--- config.mk ---
export PLATFORM = sky130hd
export DESIGN_NAME = perr_report_unit
export DESIGN_NICKNAME = d
export VERILOG_FILES = /design/src/rtl/perr_pkg.sv /design/src/rtl/perr_ctx_decode.sv /design/src/rtl/perr_sts_reg.sv /design/src/rtl/perr_drive_pipe.sv /design/src/rtl/perr_report_unit.sv
export SDC_FILE = /design/constraint.sdc
export NUM_CORES = 1
export LEC_CHECK = 0
export BUFFER_PORTS_ARGS = -buffer_cell sky130_fd_sc_hd__buf_2
export CORE_AREA = 8 8 45 47
export CTS_CLUSTER_SIZE = 10
export DETAILED_ROUTE_END_ITERATION = 6
export DIE_AREA = 0 0 53 55
export SLEW_MARGIN = 20
export SYNTH_ARGS = -nofsm -noshare
export SYNTH_HDL_FRONTEND = slang
export SYNTH_SLANG_ARGS = --single-unit
--- constraint.sdc ---
create_clock -name clk -period 1.1 [get_ports clk]
set_input_delay 0.22 -clock clk [delete_from_list [all_inputs] [get_ports clk]]
set_output_delay 0.22 -clock clk [all_outputs]
set_load 0.03 [all_outputs]
--- src/rtl/perr_pkg.sv ---
package perr_pkg;

    typedef enum logic [1:0] {
        KIND_READ    = 2'd0,
        KIND_POSTED  = 2'd1,
        KIND_DELAYED = 2'd2,
        KIND_RSVD    = 2'd3
    } xfer_kind_e;

    typedef enum logic {
        DIR_DOWN = 1'b0,
        DIR_UP   = 1'b1
    } xfer_dir_e;

    // Role the bridge plays for one data phase
    typedef struct packed {
        logic sec_master;    // bridge masters the secondary bus
        logic pri_tgt_write; // bridge is target of a write on the primary bus
        logic pri_init_read; // bridge initiates a read on the primary bus
        logic fwd_sec_perr;  // a secondary PERR# is forwarded to the primary
    } bridge_role_t;

    // Per-phase error observations
    typedef struct packed {
        logic pri_par;
        logic sec_par;
        logic sec_perr;
    } phase_err_t;

    function automatic bridge_role_t role_of(input xfer_kind_e kind, input xfer_dir_e dir);
        bridge_role_t r;
        logic known;
        logic is_wr;
        known = (kind != KIND_RSVD);
        is_wr = (kind == KIND_POSTED) || (kind == KIND_DELAYED);
        r.sec_master    = known && (dir == DIR_DOWN);
        r.pri_tgt_write = is_wr && (dir == DIR_DOWN);
        r.pri_init_read = (kind == KIND_READ) && (dir == DIR_UP);
        r.fwd_sec_perr  = (kind == KIND_DELAYED) && (dir == DIR_DOWN);
        return r;
    endfunction

endpackage

--- src/rtl/perr_ctx_decode.sv ---
module perr_ctx_decode
    import perr_pkg::*;
(
    input  logic         phase_ok,
    input  xfer_kind_e   kind,
    input  xfer_dir_e    dir,
    input  logic         pri_en,
    input  logic         sec_en,
    input  phase_err_t   errs,
    output logic         set_flag,
    output logic         fire_perr
);
    bridge_role_t role;
    logic pri_report;
    logic fwd_report;

    always_comb begin
        role       = role_of(kind, dir);
        pri_report = errs.pri_par && (role.pri_tgt_write || role.pri_init_read);
        fwd_report = errs.sec_perr && role.fwd_sec_perr;
        set_flag   = phase_ok && sec_en && role.sec_master
                     && (errs.sec_par || errs.sec_perr);
        fire_perr  = phase_ok && pri_en && (pri_report || fwd_report);
    end
endmodule

--- src/rtl/perr_sts_reg.sv ---
module perr_sts_reg (
    input  logic clk,
    input  logic rst,
    input  logic set_req,
    input  logic wr_en,
    input  logic wr_bit,
    output logic flag
);
    logic clr_req;
    assign clr_req = wr_en && wr_bit;

    // A hardware set outranks a software clear in the same cycle
    always_ff @(posedge clk) begin
        if (rst)
            flag <= 1'b0;
        else if (set_req)
            flag <= 1'b1;
        else if (clr_req)
            flag <= 1'b0;
    end
endmodule

--- src/rtl/perr_drive_pipe.sv ---
module perr_drive_pipe #(
    parameter int LAG = 2
) (
    input  logic clk,
    input  logic rst,
    input  logic fire,
    output logic drive_oe,
    output logic drive_n
);
    logic [LAG-1:0] stage;

    always_ff @(posedge clk) begin
        if (rst) stage[0] <= 1'b0;
        else     stage[0] <= fire;
    end

    for (genvar i = 1; i < LAG; i++) begin : g_lag
        always_ff @(posedge clk) begin
            if (rst) stage[i] <= 1'b0;
            else     stage[i] <= stage[i-1];
        end
    end

    assign drive_oe = stage[LAG-1];
    assign drive_n  = ~stage[LAG-1];
endmodule

--- src/rtl/perr_report_unit.sv ---
module perr_report_unit
    import perr_pkg::*;
#(
    parameter int PERR_LAG = 2
) (
    input  logic       clk,
    input  logic       rst,
    input  logic       dphase_valid,
    input  logic [1:0] xfer_kind,
    input  logic       xfer_dir,
    input  logic       pri_per_en,
    input  logic       sec_per_en,
    input  logic       pri_par_err,
    input  logic       sec_par_err,
    input  logic       sec_perr_n,
    input  logic       sts_wr_en,
    input  logic       sts_wr_bit,
    output logic       sec_mdpe_flag,
    output logic       pri_perr_n,
    output logic       pri_perr_oe
);
    phase_err_t errs;
    logic       set_flag;
    logic       fire_perr;

    assign errs.pri_par  = pri_par_err;
    assign errs.sec_par  = sec_par_err;
    assign errs.sec_perr = ~sec_perr_n;

    perr_ctx_decode u_dec (
        .phase_ok  (dphase_valid),
        .kind      (xfer_kind_e'(xfer_kind)),
        .dir       (xfer_dir_e'(xfer_dir)),
        .pri_en    (pri_per_en),
        .sec_en    (sec_per_en),
        .errs      (errs),
        .set_flag  (set_flag),
        .fire_perr (fire_perr)
    );

    perr_sts_reg u_sts (
        .clk     (clk),
        .rst     (rst),
        .set_req (set_flag),
        .wr_en   (sts_wr_en),
        .wr_bit  (sts_wr_bit),
        .flag    (sec_mdpe_flag)
    );

    perr_drive_pipe #(.LAG(PERR_LAG)) u_pipe (
        .clk      (clk),
        .rst      (rst),
        .fire     (fire_perr),
        .drive_oe (pri_perr_oe),
        .drive_n  (pri_perr_n)
    );
endmodule

==> flow_summary.ini <==
[run_status]
outcome = finished, final reports clean

[grt]
grt-ovfl-total = 0
antenna_found_initial = 0
grt_pass1_vias = 220
grt_pass1_wl_um = 848
grt_max_degree = 4
track_usage = 0.04424

[clock_tree]
cts_resized = 0
h-tree-depth = 1
ctsHoldBuffers = 0
cts_setup_buffers = 0
cts_root_buf = clkbuf_4
cts_sinks = 3
cts_tree = yes
path_clk_slew_ns = 0.04
clk_latency_ns = 0.23
cts_made_buffers = 3
clock_path_buffers = 2

[timing]
layout_min_cycle_time_ns = 0.9695
final-max-slew-violation-count = 0
relSlewSlack = 0.8156
tightest_slew_ns = 0.2766
post-route-period-util = 0.8814
fin_hold_ws_ns = 0.2152
skew_ns = 0.0005281
fmax_mhz = 1031
setup_viol = 0
rsz0062_at_grt = false
hold_violations = 0

[layout]
antenna_cells = 0
nFillCells = 159
layout.nets = 59
final_cell_mix = buf_2, inv_1
syn2layout_area_growth_pct = 70.32
multiInputGateArea_um2 = 115.1
postLayoutCoreUtil = 0.2387
layout-drive-gt1-share = 0.5476
final_cell_area_um2 = 330.3
layout_commonest_cell = buf_2
seqCellArea_um2 = 60.06

[drt]
drt-total-wl_um = 544
vias = 202
wl_per_cell_um = 9.379
drc_errors = 0
drtPass1Iterations = 2
ant_nets = 0
vias_per_cell = 3.483
drt_iter0_drc = 1

[floorplanning]
start_util = 0.1401
ios = 16
die_area_um2 = 2915
placementRows = 14
die_w_um = 53
fp.coreArea_um2 = 1384
dieHeight_um = 55

[power_and_ir_drop]
peakVddDrop_mv = 0.2084
power_density_nw_per_um2 = 1116
finalPower_mw = 0.3686
leakagePower_nw = 0.1817

[yosys]
yosys_warnings = 0
yosysSeqAreaShare = 0.3097
synth_area_um2 = 193.9
synth_top_area_cell = dfxtp_1
synth_top_area_share = 0.3097
avgSynthCellArea_um2 = 9.235
synth-seq-cells = 3
syn_nets = 37
synth_cells = 21
synth_cell_types = 11
synthTopCellsByArea = dfxtp_1, ha_1, inv_1, o41ai_2, a211oi_2

[critical_path]
worstPathArrival_ns = 0.75
regToRegStartpoint = u_sts.flag
end_kind = primary output
start_kind = flop
cp-startpoint = u_pipe.drive_oe
reg2reg_to = u_sts.flag
critical_path_class = reg2out
cp-endpoint = pri_perr_n
critPathRequiredTime_ns = 0.88
path_max_fanout = 2
ff2ff_path_depth = 2
rrSetupSlack_ns = 0.50

[flow_run]
drv_cap = 0

[placed_design]
numPortBuffers = 15
gp_congestion = 0.7205
place_area_um2 = 304.0
dp_hpwl_um = 472.5

[worst_hold_path]
min_path_type = in2reg
-- worst min path at each step --
| stage | startpoint | endpoint | slack (ns) | cells after the start |
|---|---|---|---|---|
| final | xfer_dir | u_pipe.stage[0] | 0.22 | 2 |
| after global placement | u_pipe.stage[0] | u_pipe.drive_oe | 0.42 | 1 |
| after CTS | xfer_dir | u_pipe.stage[0] | 0.21 | 2 |
| after floorplan | xfer_dir | u_pipe.stage[0] | 0.31 | 1 |
| after global routing | xfer_dir | u_pipe.stage[0] | 0.22 | 2 |
| after detailed placement | u_pipe.stage[0] | u_pipe.drive_oe | 0.43 | 1 |
-- power breakdown --
group,internal [mW],switching (mW)
combinational,0.0327,0.0283
sequential,0.112,0.000906
clock,0.136,0.0584
total,0.281,0.0877
-- worst max-delay path, stage by stage (launching register included) --
cell	delay (ns)
dfxtp_1	0.29
inv_1	0.04
buf_2	0.18
-- final cells by class --
class / count / share of cell area
Tap cell: 16 / 0.06061
Timing Repair Buffer: 17 / 0.2727
Sequential cell: 3 / 0.1818
Inverter: 5 / 0.05682
Clock buffer: 4 / 0.07955
Multi-Input combinational cell: 13 / 0.3485
-- per-stage QoR --
step	worst slack, ns	TNS (ns)	std cells
after detailed placement	-0.03974	-0.03974	54
after global routing	0.08666	0	58
final	0.1305	0	58
after floorplan	0.1019	0	21
after CTS	0.1109	0	58
after global placement	-0.02986	-0.02986	54
-- state kept, by name, summed over array words and instances (netlist names) --
| name | cells |
|---|---|
| u_pipe.drive_oe | 1 |
| u_pipe.stage | 1 |
| u_sts.flag | 1 |
-- cells in the mapped netlist --
| cell | n |
|---|---|
| inv_1 | 5 |
| dfxtp_1 | 3 |
| ha_1 | 3 |
| nand2_1 | 3 |
| a211oi_2 | 1 |
| a221oi_1 | 1 |
| and2b_1 | 1 |
| nand3b_1 | 1 |
| nor2b_2 | 1 |
| o21ai_1 | 1 |
| o41ai_2 | 1 |
-- cell families after synthesis --
| logic type | Yosys count | synth area share |
|---|---|---|
| AO/OA/AOI/OAI | 4 | 0.2194 |
| AND/OR/NAND/NOR | 6 | 0.1807 |
| flip-flops | 3 | 0.3097 |
| adder cells (fa/ha/maj) | 3 | 0.1936 |
| buffers and inverters | 5 | 0.09678 |
-- metal layers --
metal	routed length, µm	vias up	global-route usage
met5	0	-	0
met4	0	0	0.05172
met3	82	0	0.03743
met2	202	12	0.05273
met1	259	80	0.04249
li1	-	110	-
Note: power is estimated with default switching activity, not from simulation.
